[src/rtl/ptx_pkg.sv]
package ptx_pkg;
  localparam int unsigned PTX_NUM_FACT = 4;

  typedef enum logic [1:0] {
    PTX_LEN_A = 2'd0,
    PTX_LEN_B = 2'd1,
    PTX_LEN_C = 2'd2,
    PTX_LEN_D = 2'd3
  } ptx_len_e;
endpackage

[src/rtl/ptx_word_prep.sv]
// Builds the word image to shift out: masked to the active width,
// optionally reordered MSB-first, optionally inverted.
module ptx_word_prep
  import ptx_pkg::*;
#(
  parameter int unsigned FACT0 = 8,
  parameter int unsigned FACT1 = 10,
  parameter int unsigned FACT2 = 16,
  parameter int unsigned FACT3 = 20,
  localparam int unsigned MAX_W = FACT3,
  localparam int unsigned CNT_W = $clog2(MAX_W)
) (
  input  logic [MAX_W-1:0] word_i,
  input  ptx_len_e         sel_i,
  input  logic             invert_i,
  input  logic             msb_first_i,
  output logic [MAX_W-1:0] image_o,
  output logic [CNT_W-1:0] last_idx_o
);

  function automatic int unsigned fact_of(input int unsigned k);
    case (k)
      0:       return FACT0;
      1:       return FACT1;
      2:       return FACT2;
      default: return FACT3;
    endcase
  endfunction

  logic [PTX_NUM_FACT-1:0][MAX_W-1:0] fwd_all;
  logic [PTX_NUM_FACT-1:0][MAX_W-1:0] rev_all;
  logic [PTX_NUM_FACT-1:0][MAX_W-1:0] mask_all;

  for (genvar g = 0; g < PTX_NUM_FACT; g++) begin : g_fact
    localparam int unsigned N = fact_of(g);
    for (genvar b = 0; b < MAX_W; b++) begin : g_bit
      if (b < N) begin : g_on
        assign fwd_all[g][b]  = word_i[b];
        assign rev_all[g][b]  = word_i[N-1-b];
        assign mask_all[g][b] = 1'b1;
      end else begin : g_off
        assign fwd_all[g][b]  = 1'b0;
        assign rev_all[g][b]  = 1'b0;
        assign mask_all[g][b] = 1'b0;
      end
    end
  end

  logic [MAX_W-1:0] ordered;

  always_comb begin
    ordered = msb_first_i ? rev_all[sel_i] : fwd_all[sel_i];
    image_o = ordered ^ ({MAX_W{invert_i}} & mask_all[sel_i]);
  end

  always_comb begin
    case (sel_i)
      PTX_LEN_A: last_idx_o = CNT_W'(FACT0 - 1);
      PTX_LEN_B: last_idx_o = CNT_W'(FACT1 - 1);
      PTX_LEN_C: last_idx_o = CNT_W'(FACT2 - 1);
      default:   last_idx_o = CNT_W'(FACT3 - 1);
    endcase
  end

endmodule

[src/rtl/ptx_ctrl.sv]
// Bit counter, busy/underflow state and load handshake.
module ptx_ctrl #(
  parameter int unsigned CNT_W = 5
) (
  input  logic             clk,
  input  logic             rst,
  input  logic             load_i,
  input  logic [CNT_W-1:0] last_idx_i,
  output logic             ready_o,
  output logic             take_o,
  output logic             shift_o,
  output logic             underflow_o
);

  logic             busy_q;
  logic [CNT_W-1:0] cnt_q;
  logic             under_q;
  logic             at_last;

  assign at_last     = busy_q && (cnt_q == '0);
  assign ready_o     = !busy_q || at_last;
  assign take_o      = load_i && ready_o;
  assign shift_o     = busy_q && !at_last;
  assign underflow_o = under_q;

  always_ff @(posedge clk) begin
    if (rst) begin
      busy_q  <= 1'b0;
      cnt_q   <= '0;
      under_q <= 1'b0;
    end else if (take_o) begin
      busy_q  <= 1'b1;
      cnt_q   <= last_idx_i;
      under_q <= 1'b0;
    end else if (shift_o) begin
      cnt_q <= cnt_q - 1'b1;
    end else if (at_last) begin
      busy_q  <= 1'b0;
      under_q <= 1'b1;
    end
  end

endmodule

[src/rtl/ptx_shifter.sv]
// Shift register with a registered serial output.
module ptx_shifter #(
  parameter int unsigned MAX_W = 20
) (
  input  logic             clk,
  input  logic             rst,
  input  logic             take_i,
  input  logic             shift_i,
  input  logic [MAX_W-1:0] image_i,
  output logic             ser_o
);

  logic [MAX_W-1:0] sreg_q;
  logic             ser_q;

  always_ff @(posedge clk) begin
    if (rst) begin
      sreg_q <= '0;
      ser_q  <= 1'b0;
    end else if (take_i) begin
      ser_q  <= image_i[0];
      sreg_q <= image_i >> 1;
    end else if (shift_i) begin
      ser_q  <= sreg_q[0];
      sreg_q <= sreg_q >> 1;
    end else begin
      ser_q <= 1'b0;
    end
  end

  assign ser_o = ser_q;

endmodule

[src/rtl/par2ser_tx.sv]
module par2ser_tx
  import ptx_pkg::*;
#(
  parameter int unsigned FACT0 = 8,
  parameter int unsigned FACT1 = 10,
  parameter int unsigned FACT2 = 16,
  parameter int unsigned FACT3 = 20,
  localparam int unsigned MAX_W = FACT3,
  localparam int unsigned CNT_W = $clog2(MAX_W)
) (
  input  logic             clk,
  input  logic             rst,
  input  logic [MAX_W-1:0] word_i,
  input  logic [1:0]       width_sel_i,
  input  logic             invert_i,
  input  logic             msb_first_i,
  input  logic             load_i,
  output logic             ready_o,
  output logic             ser_o,
  output logic             underflow_o
);

  logic [MAX_W-1:0] image;
  logic [CNT_W-1:0] last_idx;
  logic             take;
  logic             shift;

  ptx_word_prep #(
    .FACT0(FACT0), .FACT1(FACT1), .FACT2(FACT2), .FACT3(FACT3)
  ) u_prep (
    .word_i      (word_i),
    .sel_i       (ptx_len_e'(width_sel_i)),
    .invert_i    (invert_i),
    .msb_first_i (msb_first_i),
    .image_o     (image),
    .last_idx_o  (last_idx)
  );

  ptx_ctrl #(.CNT_W(CNT_W)) u_ctrl (
    .clk         (clk),
    .rst         (rst),
    .load_i      (load_i),
    .last_idx_i  (last_idx),
    .ready_o     (ready_o),
    .take_o      (take),
    .shift_o     (shift),
    .underflow_o (underflow_o)
  );

  ptx_shifter #(.MAX_W(MAX_W)) u_shift (
    .clk     (clk),
    .rst     (rst),
    .take_i  (take),
    .shift_i (shift),
    .image_i (image),
    .ser_o   (ser_o)
  );

endmodule

[config.mk]
export PLATFORM = sky130hd
export DESIGN_NAME = par2ser_tx
export DESIGN_NICKNAME = d
export VERILOG_FILES = /design/src/rtl/ptx_pkg.sv /design/src/rtl/ptx_word_prep.sv /design/src/rtl/ptx_ctrl.sv /design/src/rtl/ptx_shifter.sv /design/src/rtl/par2ser_tx.sv
export SDC_FILE = /design/constraint.sdc
export NUM_CORES = 1
export LEC_CHECK = 0
export ABC_AREA = 1
export BUFFER_PORTS_ARGS = -buffer_cell sky130_fd_sc_hd__buf_2
export CAP_MARGIN = 25
export CELL_PAD_IN_SITES_DETAIL_PLACEMENT = 2
export CELL_PAD_IN_SITES_GLOBAL_PLACEMENT = 2
export CORE_MARGIN = 5
export CORE_UTILIZATION = 30
export CTS_CLUSTER_DIAMETER = 80
export DETAILED_ROUTE_END_ITERATION = 10
export PLACE_DENSITY_LB_ADDON = 0.1
export SETUP_SLACK_MARGIN = 0.3
export SLEW_MARGIN = 25
export SYNTH_ARGS = -nofsm -noshare
export SYNTH_HDL_FRONTEND = slang
export SYNTH_SLANG_ARGS = --single-unit
[constraint.sdc]
create_clock -name clk -period 2.85 [get_ports clk]
set_input_delay 0.285 -clock clk [delete_from_list [all_inputs] [get_ports clk]]
set_output_delay 0.285 -clock clk [all_outputs]
set_load 0.005 [all_outputs]
==> results of run 1 <==
-- cell type report --
| cell class | instances | area share |
|---|---|---|
| Sequential cell | 27 | 0.226 |
| Inverter | 38 | 0.0606 |
| Tap cell | 99 | 0.0517 |
| Timing Repair Buffer | 32 | 0.0700 |
| Multi-Input combinational cell | 277 | 0.573 |
| Clock buffer | 4 | 0.0188 |
-- path summary, 6_finish.rpt --
| path | end | slack (ns) | depth (start not counted) |
|---|---|---|---|
| worst max-delay path | u_ctrl.cnt_q[4]$_SDFFE_PP0P_ | 0.81 | 9 |
| worst min-delay path | u_shift.ser_o$_SDFF_PP0_ | 0.28 | 2 |
| worst max register to register | u_ctrl.cnt_q[4]$_SDFFE_PP0P_ | 0.81 | 9 |
| worst min register to register | u_shift.sreg_q[13]$_SDFFE_PP0P_ | 0.46 | 2 |
-- critical path: stages (launching register included) --
cell      delay, ns
dfxtp_1        0.33
inv_1          0.09
ha_1           0.23
nand3_2        0.14
nand2_4        0.17
nand2_2        0.20
nand2_1        0.43
inv_1          0.15
o211ai_1       0.12
o21ai_1        0.09
-- logic make-up after synthesis --
group,synth area share
AO/OA/AOI/OAI,0.188
XOR/XNOR,0.0202
adder cells (fa/ha/maj),0.0346
buffers and inverters,0.117
flip-flops,0.249
AND/OR/NAND/NOR,0.390
-- placed cells by master (no fill, tap or decap), types with 3 or more instances in the layout --
master / count
a21oi_1: 17
nand3_1: 41
xnor2_1: 3
inv_1: 33
o211ai_1: 7
nand4_1: 3
o22ai_1: 3
o21ai_0: 23
inv_2: 4
nor2_1: 24
buf_4: 3
o21ai_2: 6
ha_1: 6
clkbuf_8: 3
buf_2: 29
o21ai_1: 6
dfxtp_1: 27
nand2_1: 121
-- per-layer routing --
layer	up-vias	wire, µm
li1	1200	-
met1	1098	3820
met2	33	4010
met3	9	148
met4	0	117
met5	-	0
-- state kept, by name, summed over array words and instances, names as in the netlist --
name                count
u_ctrl.cnt_q            5
u_shift.ser_o           1
u_ctrl.busy_q           1
u_shift.sreg_q         19
u_ctrl.underflow_o      1
-- per-stage QoR --
step | total power, W | cells
6_report | 0.00105 | 477
3_3_place_gp | 0.000832 | 473
5_1_grt | 0.00113 | 477
2_1_floorplan | 0.000724 | 359
4_1_cts | 0.00107 | 477
3_5_place_dp | 0.000839 | 473
-- power groups by stage --
stage	sequential [W]	combinational, W	clock [W]
floorplan	0.000452	0.000271	0
global placement	0.000459	0.000373	0
detailed placement	0.000460	0.000380	0
CTS	0.000451	0.000382	0.000232
global route	0.000457	0.000429	0.000244
finish	0.000450	0.000374	0.000222
==> run metrics, run 1 <==
GR Layer Usage met3 0.0199; Clk Latency, worst-skew pair 0.27 ns; drt wl/cell 17.0 µm; initial antenna violation count 0; combinational share of power 0.357; Detailed Place HPWL 6.67 mm; CORE AREA 7140 µm²; leading area contributor after synthesis dfxtp_1; Critical Path AT 2.21 ns; Rows 31; Setup-failing EPs final 0; synth cell count leaders nand2_1, nand3_1, inv_1; sw frac 0.379; post-CTS sizing 0; Ys Warns 0; IO Count 30; Netlist Area Pre-Place ~2200 µm²; layout cell share with drive strength beyond 1 0.146; largest net degree at the start of global routing 23; post-synthesis sequential area ratio 0.249; period utilization 0.717; Leakage 1.17 nW; Critical Path End Type flip-flop; MaxCap Viol Count 0; post-DR vias/cell 4.91; Area after DPL roughly 2300 µm²; Hold Fails Final Rpt 0; Initial Utilization 0.304; global-route wire length before repair 13.3 mm; share of flip-flops with an asynchronous set or reset 0; Setup Buffers After CTS 0; fmax between 400 and 500 MHz; gr usage total 0.193; Die W 95.0 µm; worst clock skew around 0.0035 ns; HP Class primary input to flip-flop; fin crit period 2.04 ns; Finished Cell Area 2390 µm²; Die Ht between 90 and 100 µm; relative slew slack 0.654; Setup crit start kind flip-flop; Setup TNS Final 0 ns; die area around 9000 µm²; Critical Path RT 3.02 ns; worst hold start rst; Port Buf Inserts 29; maximum VDD drop about 0.00016 V; crit-path max FO 15; WHS ~0.28 ns; ys flop type dfxtp_1; Routability Congestion 0.859; EDFF count, synth 0; register share of total power 0.430; Fillers 941; CTS tree yes; area of the multi-input gates 1370 µm²; Slew @ Worst Pin 0.513 ns; P_int 0.000650 W; Overflow after GRT 0; CTS buffer count 3; vias in the first global route ~2500; Final Worst Setup Slack 0.805 ns; count of pins over their slew limit 0; GRT met1 Usage 0.251; gr busiest metal met2; Synth Net Count 392; sequential standard cell area 541 µm²; Clock Sinks 27; Crit Reg-Reg Startpoint u_ctrl.cnt_q[1]$_SDFFE_PP0P_; Setup WS pre-CTS 0.799 ns; Synth Area per Inst 6.04 µm²; count leader, synth nand2_1; Area Overhead vs Synth 10.5%; clock root cell clkbuf_8; initial DRC count 36; Pwr Density ~440 nW/µm²; Post-DRT Antenna Nets 0; Distinct cells, synth 33; CP Class flip-flop to flip-flop; CTS clk-pin slew, worst paths 0.09 ns; router iterations before antenna repair 4; Final #Nets 412; final core utilization 0.336; Routed WL 8.10 mm; Critical Path Start u_ctrl.cnt_q[1]$_SDFFE_PP0P_; cells after synthesis 359; ANT cells 0; Via Count about 2300; #FFs+latches synth 27; Post-route DRC 0; switching power 0.000397 W; met2 GRT Util 0.341; status finished, final reports clean; Synth area leaders dfxtp_1, nand2_1, nand3_1, inv_1, o21ai_0; maximum root-to-sink buffer count 2; top cell type's share of synthesized area 0.249; CTS H-tree lvls 1; RSZ-0062 raised after global routing no; Clock Power Share 0.212; hold_buf cts 0
Power figures use the tool's default switching activity.
==> run 2: changes to the inputs <==
--- a/config.mk
+++ b/config.mk
@@ -5,7 +5,7 @@
 export SDC_FILE = /design/constraint.sdc
 export NUM_CORES = 1
 export LEC_CHECK = 0
-export ABC_AREA = 1
+export ABC_AREA = 0
 export BUFFER_PORTS_ARGS = -buffer_cell sky130_fd_sc_hd__buf_2
 export CAP_MARGIN = 25
 export CELL_PAD_IN_SITES_DETAIL_PLACEMENT = 2
==> constraint.sdc (replaced) <==
create_clock -name clk -period 1.75 [get_ports clk]
set_input_delay 0.175 -clock clk [delete_from_list [all_inputs] [get_ports clk]]
set_output_delay 0.175 -clock clk [all_outputs]
set_load 0.005 [all_outputs]
==> run 2 against run 1 <==
Compared with the run above:
- the run now ends with setup timing left
- power up 79%
- cell count shrank 19%
- non-clock buffer count rose by 34
- clock power is 71% higher
- clock skew rose by 0.0037 ns
- first-iteration DRC count increased by 14%
- sequential power increased by 61%
- global-route usage decreased by 2.5 points
- combinational power rose by 100%
- wire length down 12%
- largest cell class unchanged
==> run metrics, run 2 <==
final core utilization 0.410 (+0.0742); leading area contributor after synthesis dfxtp_1; CORE AREA 6790 µm² (-4.8%); vias in the first global route 2208 (-12%); #FFs+latches synth 27 (unchanged); CTS H-tree lvls 1 (unchanged); share of flip-flops with an asynchronous set or reset 0 (unchanged); Final #Nets 326 (-21%); Pwr Density 672 nW/µm² (+54%); EDFF count, synth 0 (unchanged); crit-path max FO 7 (-8); CTS tree yes; cells after synthesis 244 (-32%); Distinct cells, synth 46 (+39%); Synth Area per Inst 8.58 µm² (+42%); CTS buffer count 3 (unchanged); Leakage 1.14 nW (-3.1%); status complete, but fails checks; Ys Warns 0 (unchanged); Top reg by flops u_shift.sreg_q; relative slew slack 0.731 (+0.0774); RSZ-0062 raised after global routing yes; most common cell after layout, fill and taps aside buf_2; count of pins over their slew limit 0 (unchanged); met2 GRT Util 0.306 (-0.0350); Die W 93.5 µm (-1.5%); IO Count 30 (unchanged); GR Layer Usage met3 0.0257 (+0.00582); largest net degree at the start of global routing 25 (+8.7%); failing checks setup timing; CTS clk-pin slew, worst paths 0.10 ns (about the same); Synth area leaders dfxtp_1, mux2i_1, mux4_2, nor2_1, o21ai_0; GRT met1 Usage 0.212 (-0.0385); Overflow after GRT 0 (unchanged); gr usage total 0.168 (-0.0253); Port Buf Inserts 29 (unchanged); top cell type's share of synthesized area 0.258 (+0.00880); MaxCap Viol Count 0 (unchanged); Initial Utilization 0.308 (+0.00446); Placed Cells 371 (-22%); HP Class primary input to flip-flop; Critical Path AT 2.09 ns (-0.12 ns); worst clock skew 0.00715 ns (+0.00369 ns); Clk Latency, worst-skew pair 0.28 ns (about the same); maximum VDD drop 0.000269 V (+65%); Final Worst Setup Slack -0.172 ns (-0.978 ns); fmax 520 MHz (+6.4%); fin crit period 1.92 ns (-0.122 ns); Critical Path End Type flip-flop; Clock Sinks 27 (unchanged); ys flop type dfxtp_1; Slew @ Worst Pin 0.401 ns (-0.112 ns); Area Overhead vs Synth 33.0%; Largest register FFs 19 (unchanged); largest registers u_shift.sreg_q: 19 flops, u_ctrl.cnt_q: 5 flops; Setup TNS Final -2.23 ns (-2.23 ns); initial DRC count 41 (+14%); hold_buf cts 0 (unchanged); Die Ht 93.5 µm (-1.5%); period utilization 1.10 (+0.381); Critical Path RT 1.92 ns (-1.10 ns); global-route wire length before repair 11.6 mm (-13%); maximum root-to-sink buffer count 2 (unchanged); Post-DRT Antenna Nets 0 (unchanged); synth cell count leaders dfxtp_1, nor2_1, mux2i_1; Post-route DRC 0 (unchanged); router iterations before antenna repair 4 (unchanged); initial antenna violation count 0 (unchanged); Rows 30 (-3.2%); drt wl/cell 18.4 µm (+8.3%); post-synthesis sequential area ratio 0.258 (+0.00880); Routed WL 7.14 mm (-12%); CP Class flip-flop to flip-flop; Hold Fails Final Rpt 0 (unchanged); post-DR vias/cell 5.10 (+4.0%); die area 8750 µm² (-3.1%); Detailed Place HPWL 5.23 mm (-22%); fin cells 388 (-19%); most frequent cells in the layout buf_2, buf_4, nor2_1, dfxtp_1, mux2i_1; layout cell share with drive strength beyond 1 0.380 (+0.235); Setup-failing EPs final 25 (+25); Routability Congestion 0.789 (-8.1%); Via Count 1980 (-15%); ANT cells 0 (unchanged); gr busiest metal met2; Netlist Area Pre-Place 2090 µm² (-3.4%); clock root cell clkbuf_8; Setup crit start kind flip-flop; Synth Net Count 277 (-29%)
## run 2: cell count changes after synthesis, sizes merged, moves of 5 or more
| cell | before | now |
|---|---|---|
| nand2 | 124 | 13 |
| nand3 | 42 | 3 |
| inv | 38 | 7 |
| mux2i | 0 | 24 |
| o21ai | 35 | 19 |
| nand2b | 0 | 10 |
| xor2 | 2 | 10 |
| a31oi | 1 | 8 |
| clkbuf | 2 | 8 |
| mux4 | 0 | 6 |
| a211oi | 0 | 5 |
## run 2: worst paths after layout
path	start	end	slack, ns	cells past startpoint
setup / recovery	u_ctrl.cnt_q[0]$_SDFFE_PP0P_	u_shift.sreg_q[5]$_SDFFE_PP0P_	-0.17	8
hold / removal	rst	u_shift.sreg_q[0]$_SDFFE_PP0P_	0.29	2
setup reg to reg	u_ctrl.cnt_q[0]$_SDFFE_PP0P_	u_shift.sreg_q[5]$_SDFFE_PP0P_	-0.17	8
hold reg to reg	u_shift.sreg_q[18]$_SDFFE_PP0P_	u_shift.sreg_q[17]$_SDFFE_PP0P_	0.47	2
## run 2: routing by layer
metal | routed length [µm] | part of all wire
met5 | 0 | 0
met4 | 46 | 0.0064
met3 | 115 | 0.016
met2 | 3660 | 0.51
met1 | 3310 | 0.46
## run 2: kinds of logic (layout without fill, tap and decap cells)
logic type,Yosys count,in the layout,share of synthesized area
fa+ha+maj,6,6,0.0359
xor+xnor,13,13,0.0544
simple gates,70,70,0.170
compound gates,68,68,0.221
buf+inv,29,77,0.0765
mux,31,31,0.185
flops,27,27,0.258
## run 2: critical path: stages (launching register included)
cell and delay (ns):
dfxtp_2 0.34, inv_2 0.06, ha_4 0.12, or3b_4 0.38, o21a_4 0.27, buf_12 0.15
or3_4 0.33, o21ai_2 0.08, a211oi_2 0.06
## run 2: final cells by class
cell class	count	area (µm²)
flip-flops and latches	27	543
repair buffers	66	512
fillers	756	4010
inverters	7	33.8
multi-input cells	188	1530
clock inverters	1	7.51
well taps	96	120
clock buffers	3	41.3
## run 2: where the power goes
| group | switching [W] | leakage [nW] | internal [W] |
|---|---|---|---|
| combinational | 0.000379 | 0.892 | 0.000387 |
| clock | 0.000218 | 0.0217 | 0.000162 |
| sequential | 0.0000430 | 0.223 | 0.000682 |
## run 2: timing repair
action,4_1_cts,5_1_grt
buffers inserted,9,4
pin swaps,13,11
gates resized for setup,30,10
setup endpoints to repair,28,28
## run 2: through the flow
stage	setup WS (ns)	hold slack [ns]	power [W]	area (µm²)
3_3_place_gp	-0.137	0.451	0.00133	2440
2_1_floorplan	0.0114	0.412	0.00113	2110
5_1_grt	-0.221	0.300	0.00199	2780
4_1_cts	-0.152	0.257	0.00184	2690
6_report	-0.172	0.291	0.00187	2780
3_5_place_dp	-0.259	0.456	0.00134	2440
==> run 3: changes to the inputs <==
--- a/config.mk
+++ b/config.mk
@@ -10,6 +10,7 @@
 export CAP_MARGIN = 25
 export CELL_PAD_IN_SITES_DETAIL_PLACEMENT = 2
 export CELL_PAD_IN_SITES_GLOBAL_PLACEMENT = 2
+export CORE_ASPECT_RATIO = 0.5
 export CORE_MARGIN = 5
 export CORE_UTILIZATION = 30
 export CTS_CLUSTER_DIAMETER = 80
==> run 3 against run 2 <==
Compared with the run above:
- the run still ends with setup timing left
- highest routed layer unchanged
- utilization fell by 1.3 points
- wire length up 3.2%
- clock power increased by 53%
- combinational power shrank 9.0%
- final area is 4.2% lower
- die area is 1.2% higher
- register-to-register slack improved by 0.13 ns
- via count fell by 0.30%
- first-iteration DRC count decreased by 12%
- critical path depth shrank 1
- global-route usage grew 0.20 points
==> run metrics, run 3 (synthesized netlist as in run 2, its figures left out) <==
status complete, but fails checks; failing checks setup timing; buffers and inverters on the worst path 4 (+2); ANT cells 0 (unchanged); CP Depth 7 (-1); CTS buffer count 3 (unchanged); Reg2Reg Setup Slack -0.04 ns (+0.13 ns); Via Count 1974 (-0.30%); Pwr Density 751 nW/µm² (+12%); r2r endpoint u_ctrl.cnt_q[3]$_SDFFE_PP0P_; most common cell after layout, fill and taps aside buf_2; Final Worst Setup Slack -0.0864 ns (+0.0859 ns); Clk Latency, worst-skew pair 0.27 ns (about the same); Routability Congestion 0.807 (+2.2%); CORE AREA 6730 µm² (-0.99%); fin crit period 1.84 ns (-0.0859 ns); relative slew slack 0.714 (-0.0179); Routed WL 7.36 mm (+3.2%); Largest register FFs 19 (unchanged); RSZ-0062 raised after global routing yes; global-route wire length before repair 12.0 mm (+3.7%); reg2reg path depth 9 (+1); initial antenna violation count 0 (unchanged); area of the multi-input gates 1500 µm² (-1.5%); Rows 21 (-30%); CTS clk-pin slew, worst paths 0.08 ns (-0.02 ns); sequential standard cell area 543 µm² (unchanged); Final #Nets 314 (-3.7%); Crit Reg-Reg Startpoint u_ctrl.cnt_q[0]$_SDFFE_PP0P_; period utilization 1.05 (-0.0491); maximum root-to-sink buffer count 2 (unchanged); Post-DRT Antenna Nets 0 (unchanged); Hold Fails Final Rpt 0 (unchanged); layout cell share with drive strength beyond 1 0.336 (-0.0444); Clock Sinks 27 (unchanged); Die W 128 µm (+37%); CP peak stage delay 0.37 ns (about the same); final core utilization 0.397 (-0.0132); most frequent cells in the layout buf_2, nor2_1, dfxtp_1, mux2i_1, buf_4; fmax 545 MHz (+4.7%); crit-path cells inv_2 -> ha_4 -> or3b_4 -> o21a_4 -> inv_8 -> buf_12 -> buf_6; Post-route DRC 0 (unchanged); CP Class flip-flop to output port; Fillers 773 (+2.2%); router iterations before antenna repair 4 (unchanged); die area 8850 µm² (+1.2%); family with the most delay on the worst path simple AND/OR/NAND/NOR gates; Setup crit start kind flip-flop; largest registers u_shift.sreg_q: 19 flops, u_ctrl.cnt_q: 5 flops; IO Count 30 (unchanged); worst clock skew 0.00219 ns (-0.00496 ns); clock root cell clkbuf_16; Die Ht 69.1 µm (-26%); initial DRC count 36 (-12%); largest net degree at the start of global routing 34 (+36%); gr usage total 0.170 (+0.00199); crit-path max FO 7 (unchanged); Setup WS pre-CTS -0.161 ns (+0.0980 ns); Port Buf Inserts 29 (unchanged); vias in the first global route 2178 (-1.4%); Setup TNS Final -0.271 ns (+1.96 ns); slowest stage cell, crit path or3b_4; CTS tree yes; Critical Path AT 1.66 ns (-0.43 ns); Area Overhead vs Synth 27.4%; Leakage 1.09 nW (-4.4%); Detailed Place HPWL 5.64 mm (+7.9%); maximum VDD drop 0.000369 V (+37%); HP Class primary input to flip-flop; Initial Utilization 0.311 (+0.00309); Slew @ Worst Pin 0.424 ns (+0.0224 ns); CTS H-tree lvls 1 (unchanged); Overflow after GRT 0 (unchanged); count of pins over their slew limit 0 (unchanged); drt wl/cell 19.8 µm (+7.6%); Critical Path RT 1.57 ns (-0.35 ns); Critical Path End Type output port; critical path endpoint ready_o; post-DR vias/cell 5.31 (+4.0%); MaxCap Viol Count 0 (unchanged); Critical Path Start u_ctrl.cnt_q[0]$_SDFFE_PP0P_; Top reg by flops u_shift.sreg_q; Setup-failing EPs final 11 (-56%)
[run 3: final cells by class]
cell class	count	area share
multi-input cells	188	0.564
repair buffers	54	0.145
inverters	7	0.0127
well taps	92	0.0432
clock buffers	3	0.0281
flip-flops and latches	27	0.204
clock inverters	1	0.00328
[run 3: repair_timing]
action	in CTS	in global routing
pin swaps	4	1
buffers inserted	4	2
hold buffers	0	0
endpoints found under the setup margin	28	28
gates resized for setup	15	12
[run 3: through the flow]
step                      area, µm²  total power [W]  hold slack [ns]  cells
final                          2670          0.00200            0.231    372
after global routing           2670          0.00211            0.231    372
after CTS                      2600          0.00198            0.220    370
after detailed placement       2420          0.00136            0.458    362
after global placement         2420          0.00133            0.445    362
after floorplan                2110          0.00113            0.412    244
[run 3: worst min-delay path by stage]
stage	from	depth (start not counted)	endpoint
global route	rst	2	u_shift.sreg_q[17]$_SDFFE_PP0P_
CTS	rst	2	u_shift.sreg_q[17]$_SDFFE_PP0P_
global placement	u_shift.sreg_q[16]$_SDFFE_PP0P_	2	u_shift.sreg_q[15]$_SDFFE_PP0P_
detailed placement	u_shift.sreg_q[16]$_SDFFE_PP0P_	2	u_shift.sreg_q[15]$_SDFFE_PP0P_
finish	rst	2	u_shift.sreg_q[17]$_SDFFE_PP0P_
floorplan	rst	3	u_shift.sreg_q[1]$_SDFFE_PP0P_
[run 3: report_power, final]
group	total, W	switching [W]	leakage, nW	internal, W
logic	0.000697	0.000367	0.822	0.000330
registers	0.000725	0.0000429	0.223	0.000682
clock network	0.000582	0.000264	0.0415	0.000318
[run 3: routing by layer]
metal  share of wire  global-route usage  vias to the layer above
li1                -                   -                      961
met1            0.51               0.247                      966
met2            0.44               0.266                       37
met3           0.034              0.0208                       10
met4           0.015              0.0435                        0
met5               0                   0                        -
